### src/rtl/wsi_pkg.sv
package wsi_pkg;
  typedef enum logic {
    PATH_MEM = 1'b0,
    PATH_IO  = 1'b1
  } wsi_path_e;

  function automatic int nonneg(input int v);
    return (v < 0) ? 0 : v;
  endfunction

  function automatic int max3(input int a, input int b, input int c);
    int m;
    m = (a > b) ? a : b;
    return (m > c) ? m : c;
  endfunction
endpackage

### src/rtl/wsi_factor_sel.sv
module wsi_factor_sel
  import wsi_pkg::*;
#(
  parameter int FW       = 2,
  parameter int MEM_F    = 3,
  parameter int FAST_F   = 2,
  parameter int IO_F     = 0
) (
  input  logic          xlat_en,
  input  logic          win_en,
  input  logic          fast_xlat,
  output logic [FW-1:0] factor,
  output wsi_path_e     path
);
  localparam logic [FW-1:0] MEM_V  = FW'(MEM_F);
  localparam logic [FW-1:0] FAST_V = FW'(FAST_F);
  localparam logic [FW-1:0] IO_V   = FW'(IO_F);

  always_comb begin
    if (xlat_en || win_en) begin
      path   = PATH_MEM;
      factor = fast_xlat ? FAST_V : MEM_V;
    end else begin
      path   = PATH_IO;
      factor = IO_V;
    end
  end
endmodule

### src/rtl/wsi_counter.sv
module wsi_counter #(
  parameter int FW    = 2,
  parameter int MAX_F = 3
) (
  input  logic          clk,
  input  logic          rst,
  input  logic          step,
  input  logic [FW-1:0] factor,
  output logic          pulse
);
  logic [FW-1:0] cnt_q;
  logic [FW:0]   cnt_inc;

  assign cnt_inc = {1'b0, cnt_q} + 1'b1;

  always_ff @(posedge clk) begin
    if (rst) begin
      cnt_q <= '0;
      pulse <= 1'b0;
    end else begin
      pulse <= 1'b0;
      if (step && (factor != '0)) begin
        if (cnt_inc >= {1'b0, factor}) begin
          cnt_q <= '0;
          pulse <= 1'b1;
        end else begin
          cnt_q <= cnt_inc[FW-1:0];
        end
      end
    end
  end


  pulse_follows_step_chk: assert property (@(posedge clk) disable iff (rst)
    pulse |-> $past(step));


  cnt_bound_chk: assert property (@(posedge clk) disable iff (rst)
    int'(cnt_q) < ((MAX_F < 1) ? 1 : MAX_F));
endmodule

### src/rtl/wait_state_inserter.sv
module wait_state_inserter
  import wsi_pkg::*;
#(
  parameter int MEM_FACTOR  = 3,
  parameter int FAST_FACTOR = 2,
  parameter int IO_FACTOR   = 0
) (
  input  logic clk,
  input  logic rst,
  input  logic acc_stb,
  input  logic fast_clk,
  input  logic xlat_en,
  input  logic win_en,
  input  logic fast_xlat,
  output logic extra_clk,
  output logic io_wait
);
  localparam int MEM_C  = nonneg(MEM_FACTOR);
  localparam int FAST_C = nonneg(FAST_FACTOR);
  localparam int IO_C   = nonneg(IO_FACTOR);
  localparam int MAX_F  = max3(MEM_C, FAST_C, IO_C);
  localparam int FW     = (MAX_F < 2) ? 1 : $clog2(MAX_F + 1);

  logic [FW-1:0] factor;
  wsi_path_e     path;
  logic          step;

  assign step = acc_stb && fast_clk;

  wsi_factor_sel #(
    .FW(FW), .MEM_F(MEM_C), .FAST_F(FAST_C), .IO_F(IO_C)
  ) u_sel (
    .xlat_en  (xlat_en),
    .win_en   (win_en),
    .fast_xlat(fast_xlat),
    .factor   (factor),
    .path     (path)
  );

  wsi_counter #(.FW(FW), .MAX_F(MAX_F)) u_cnt (
    .clk   (clk),
    .rst   (rst),
    .step  (step),
    .factor(factor),
    .pulse (extra_clk)
  );

  always_ff @(posedge clk) begin
    if (rst)       io_wait <= 1'b0;
    else if (step) io_wait <= (path == PATH_IO);
  end


  reset_clear_chk: assert property (@(posedge clk)
    rst |=> (!extra_clk && !io_wait));


  slow_hold_chk: assert property (@(posedge clk) disable iff (rst)
    !fast_clk |=> ($stable(io_wait) && !extra_clk));


  mem_clear_chk: assert property (@(posedge clk) disable iff (rst)
    (acc_stb && fast_clk && (xlat_en || win_en)) |=> !io_wait);

  generate
    if (IO_C == 0) begin : g_io_nowait

      io_nowait_chk: assert property (@(posedge clk) disable iff (rst)
        (acc_stb && fast_clk && !xlat_en && !win_en) |=> (io_wait && !extra_clk));
    end
  endgenerate
endmodule

### config.mk
export PLATFORM = sky130hd
export DESIGN_NAME = wait_state_inserter
export DESIGN_NICKNAME = d
export VERILOG_FILES = /design/src/rtl/wsi_pkg.sv /design/src/rtl/wsi_factor_sel.sv /design/src/rtl/wsi_counter.sv /design/src/rtl/wait_state_inserter.sv
export SDC_FILE = /design/constraint.sdc
export NUM_CORES = 1
export LEC_CHECK = 0
export CAP_MARGIN = 20
export CELL_PAD_IN_SITES_DETAIL_PLACEMENT = 1
export CELL_PAD_IN_SITES_GLOBAL_PLACEMENT = 2
export CORE_AREA = 2 2 39 41
export CTS_CLUSTER_DIAMETER = 200
export DETAILED_ROUTE_END_ITERATION = 8
export DIE_AREA = 0 0 41 43
export HOLD_SLACK_MARGIN = 0.1
export MAX_ROUTING_LAYER = met4
export PLACE_DENSITY_LB_ADDON = 0.1
export SLEW_MARGIN = 20
export SYNTH_ARGS = -nofsm -noshare
export SYNTH_HDL_FRONTEND = slang
export SYNTH_SLANG_ARGS = --single-unit
### constraint.sdc
create_clock -name clk -period 2 [get_ports clk]
set_clock_uncertainty 0.1 [all_clocks]
set_input_delay 0.4 -clock clk [delete_from_list [all_inputs] [get_ports clk]]
set_output_delay 0.4 -clock clk [all_outputs]
set_load 0.02 [all_outputs]
* Word level (Yosys, flattened, before mapping)
Index checks and enable logic that the tools add are counted.
** Storage, ports and cells
- Register bits after elaboration :: 4
- Input port bits :: 7
- Output and inout bits :: 2
- Word-level logic and storage cells :: 16
** Cells by class
- $add $sub $neg :: 1
- $lt $le $gt $ge :: 1
- Multiplexer cells :: 5
- Bitwise operators :: 1
- Reduce and logical (&&, ||, !) cells :: 5
** Operator list (count)
- $mux 2 :: 2
- $add 2x1->3 const B :: 1
- $ge 3x2->1 :: 1
- $mux 1 :: 3
- $logic_and 1x1->1 :: 2
- $reduce_bool 2->1 :: 1
- $reduce_or 2->1 :: 1
- $logic_or 1x1->1 :: 1
- $not 1->1 :: 1

* Depth between registers and ports, before layout
- Depth in word-level cells :: 6
- Gate-level depth with buffers :: 6
- Mapped depth without buffers :: 6

* Hierarchy
From an unflattened synthesis, not the netlist that was laid out.
** Unflattened totals
- Cells, all modules :: 26
- Area total of the unflattened synthesis :: 261.5 um^2
** By module, submodules not included
- wsi_counter :: times used 1, cells an instance 18, area an instance 190.2 um^2, seq. area each 60.1 um^2
- wait_state_inserter :: times used 1, cells an instance 5, area an instance 51.3 um^2, seq. area each 20.0 um^2
- wsi_factor_sel :: times used 1, cells an instance 3, area an instance 20.0 um^2, seq. area each 0.0 um^2

* Least setup slack after synthesis
Ideal clock, no wire load.
- Kind :: in2reg
- Start :: input port win_en
- End :: register u_cnt.pulse
- Setup time :: 0.080 ns
- Arrival :: 1.563 ns
- Required time :: 1.820 ns
- Slack :: 0.257 ns
- Stages on the path :: 5
- Buffers on the path :: 0
- Cells stage by stage :: nor2_1 inv_1 fa_1 o31ai_2 nor3b_1
** Between the ends
- Cells in the longest elaborated chain, start to end :: 6
- Elaborated cells between the ends (all ways) :: 8
- Classes of those cells :: order compare: 1; mux: 2; bitwise: 1; reduce/logical: 4
** Ends and longest elaborated chain
- start: declaration :: line wait_state_inserter.sv:13 : input logic win_en,
- $logic_or 1x1->1 * :: line wsi_factor_sel.sv:20 : if (xlat_en || win_en) begin
- $mux 2 * :: line wsi_factor_sel.sv:20
- branches (longest 4 deep; another with $ge 3x2->1)
- end signal: assignment :: line wsi_counter.sv:19 : pulse <= 1'b0;
- end signal: assignment :: line wsi_counter.sv:21 : pulse <= 1'b0;
- end signal: assignment :: line wsi_counter.sv:25 : pulse <= 1'b1;
- end: declaration :: line wsi_counter.sv:9 : output logic pulse
Every way passes the cells marked *.
A chain may end at the register's enable or synchronous reset.

* Worst setup path in the final report
- Start :: input port fast_xlat
- End :: register u_cnt.cnt_q[1]
** Between the ends
- Cells in the longest elaborated chain, start to end :: 4
- Elaborated cells between the ends (all ways) :: 6
- Classes of those cells :: order compare: 1; mux: 3; reduce/logical: 2
** Ends and longest elaborated chain
- start: declaration :: line wait_state_inserter.sv:14 : input logic fast_xlat,
- $mux 1 * :: line wsi_factor_sel.sv:22 : factor = fast_xlat ? FAST_V : MEM_V;
- $mux 2 * :: line wsi_factor_sel.sv:20
- $ge 3x2->1 / $reduce_bool 2->1 (equally long branches) :: line wsi_counter.sv:23, wsi_counter.sv:22
- $mux 2 / $logic_and 1x1->1 (equally long branches) :: line wsi_counter.sv:23, wsi_counter.sv:22
- end signal: assignment :: line wsi_counter.sv:27 : cnt_q <= cnt_inc[FW-1:0];
- end: declaration :: line wsi_counter.sv:11 : logic [FW-1:0] cnt_q;
Every way passes the cells marked *; elsewhere a longest branch is shown, timed or not.

==> results.py <==
metrics = {
    "routing": {
        "drc_errors": 0,
        "drt_iter0_drc": 0,
        "routedWlPerCell_um": 11.4,
        "drt_wl_total_um": 628,
        "vias_per_cell": 3.98,
        "drt_pass1_iterations": 1,
        "dr_total_vias": 219,
        "ant_nets": 0,
    },
    "cts": {
        "htreeDepth": 1,
        "cts_sinks": 4,
        "cts_buffers": 3,
        "clk_latency_ns": 0.23,
        "cts_tree": "built",
        "root_buffer": "clkbuf_4",
        "clock_path_buffers": 2,
        "clkTransAtPathRegs_ns": 0.04,
    },
    "sta": {
        "slew_violations": 0,
        "worst_pin_slew_ns": 0.292,
        "fmax_mhz": 572,
        "layout_worst_path_cycle_share_pct": 87.5,
        "fin_crit_ns": 1.75,
        "setup_viol": 0,
        "rsz0062_at_grt": "no",
        "final_hold_viol_count": 0,
        "worst_slack_ns": 0.251,
        "slew_headroom_pct": 80.5,
    },
    "global_route": {
        "grt_usage_pct": 8.74,
        "grt_max_degree": 7,
        "antenna_found_initial": 0,
        "overflow": 0,
        "grt_pass1_wl_um": 917,
        "grt_pass1_vias": 239,
    },
    "synthesis": {
        "syn_avg_cell_area_um2": 9.56,
        "synth_nets": 35,
        "seq_area_frac_synth_pct": 33.5,
        "yosys_warnings": 0,
        "yosys_register_bits": 4,
        "ys_types": 15,
        "syn-instance-count": 25,
        "netlist_area_um2": 239,
    },
    "pwr": {
        "ir_drop_v": 0.000275,
        "pwr_density_cell_mw_per_mm2": 566,
        "p_leak_nw": 0.183,
    },
    "setup_path": {
        "critPathRequiredTime_ns": 2.03,
        "start_kind": "input port",
        "cp_max_fo": 3,
        "ff2ff_path_depth": 4,
        "r2r-start": "u_cnt.cnt_q[0]$_SDFFE_PP0N_",
        "arrival_ns": 1.78,
        "end_kind": "register",
        "reg2reg_to": "u_cnt.cnt_q[1]$_SDFFE_PP0N_",
        "worstSetupPathType": "input port to register",
        "r2r_slack_ns": 0.34,
    },
    "run_status": {
        "status": "completed",
    },
    "die": {
        "io_pins": 9,
        "num_rows": 14,
        "fp.dieW_um": 41,
        "dieArea_mm2": 0.00176,
        "initial_utilization_pct": 17.3,
        "core_mm2": 0.00138,
        "die_h_um": 43,
    },
    "layout": {
        "stdcell_area_um2": 418,
        "area_growth_pct": 74.9,
        "nets": 51,
        "drive_gt1_share_pct": 33.3,
        "fillCellCount": 174,
        "n_antenna_cell": 0,
    },
    "placed_design": {
        "dp_hpwl_um": 483,
        "port_buffers": 8,
        "post-place-ws_ns": -0.344,
        "gp_congestion": 0.722,
        "dpl-instance-area_um2": 354,
    },
    "min_path": {
        "whs_endpoint": "io_wait$_SDFFE_PP0P_",
        "hold_class": "register to register",
        "holdPathStages": 2,
        "hold_path_startpoint": "io_wait$_SDFFE_PP0P_",
    },
    "flow_run": {
        "maxCapViolations": 0,
    },
}
layout make-up:
cell class              instances  area [um2]  area share, %
clock buffers                   3        22.5           5.39
inverters                       4        15.0           3.59
repair buffers                 11         108           25.7
multi-input cells              17         173           41.3
well taps                      16        20.0           4.79
flip-flops and latches          4        80.1           19.2
critical path, stage by stage:
cell             delay [ns]
clkdlybuf4s50_1        0.47
nor2_2                 0.05
ha_1                   0.27
nor2b_2                0.15
o31ai_4                0.10
o41ai_2                0.33
cell usage after synthesis:
library cell | count | area share [%]
dfxtp_1 | 4 | 34
inv_1 | 4 | 6.3
nor2_1 | 3 | 4.7
ha_1 | 2 | 10
nand3b_1 | 2 | 6.3
fa_1 | 1 | 8.4
mux2i_1 | 1 | 4.2
nand2_1 | 1 | 1.6
nor2b_1 | 1 | 2.6
nor3b_1 | 1 | 3.1
o211ai_2 | 1 | 5.2
o21ai_1 | 1 | 2.1
o31ai_2 | 1 | 5.2
o41ai_1 | 1 | 3.7
or3_1 | 1 | 2.6
layer usage:
metal	track usage, %	share of wire [%]	vias to the layer above
met5	-	0	-
met4	10.0	0	0
met3	3.14	2.2	0
met2	11.3	58	3
met1	8.97	40	102
li1	-	-	114
worst max-delay path by stage:
stage,depth (start not counted),slack (ns),startpoint,endpoint
3_5_place_dp,6,-0.34,win_en,u_cnt.pulse$_SDFF_PP0_
3_3_place_gp,6,-0.31,win_en,u_cnt.pulse$_SDFF_PP0_
4_1_cts,6,0.01,win_en,u_cnt.pulse$_SDFF_PP0_
6_report,6,0.25,fast_xlat,u_cnt.cnt_q[1]$_SDFFE_PP0N_
5_1_grt,6,0.18,fast_xlat,u_cnt.cnt_q[1]$_SDFFE_PP0N_
2_1_floorplan,5,0.26,win_en,u_cnt.pulse$_SDFF_PP0_
metrics by stage:
stage | setup TNS (ns) | hold slack, ns | power (mW) | util [%] | std cells
3_3_place_gp | -0.846 | 0.390 | 0.133 | 25.6 | 51
4_1_cts | 0 | 0.419 | 0.244 | 29.1 | 54
2_1_floorplan | 0 | 0.372 | 0.108 | - | 25
3_5_place_dp | -0.979 | 0.410 | 0.134 | 25.6 | 51
6_report | 0 | 0.403 | 0.237 | 30.2 | 55
5_1_grt | 0 | 0.432 | 0.251 | 30.2 | 55
kinds of logic (layout without fill, tap and decap cells):
logic type / after synthesis / in the layout / synth area share, %
adders and majority gates: 3 / 3 / 18.8
buffers and inverters: 4 / 18 / 6.28
DFF: 4 / 4 / 33.5
muxes: 1 / 1 / 4.19
AOI/OAI and AO/OA: 4 / 4 / 16.2
and+or+nand+nor: 9 / 9 / 20.9
layout by cell type (no fill, tap or decap), drive strengths merged:
cell / instances
inv: 4
clkbuf: 3
nand3b: 2
o21ai: 1
dlymetal6s2s: 2
clkdlybuf4s50: 6
o211ai: 1
nand2: 1
mux2i: 1
fa: 1
o31ai: 1
or3: 1
ha: 2
o41ai: 1
nor2b: 1
nor2: 3
nor3b: 1
buf: 3
dfxtp: 4
flip-flops by register name (all words and copies together), names as in the netlist:
signal	cells
u_cnt.cnt_q	2
io_wait	1
u_cnt.pulse	1
power breakdown:
part / internal, mW / switching, mW
logic: 0.0298 / 0.0239
clock network: 0.0669 / 0.0297
registers: 0.0833 / 0.00283
repair_timing:
action / in CTS / in global routing
resized for setup: 5 / 3
gates cloned: 0 / 0
setup endpoints to repair: 3 / 3
hold buffers: 0 / 0
setup buffers: 0 / 1
pin swaps: 2 / 3
No activity file was read; power rests on OpenSTA's default activity.
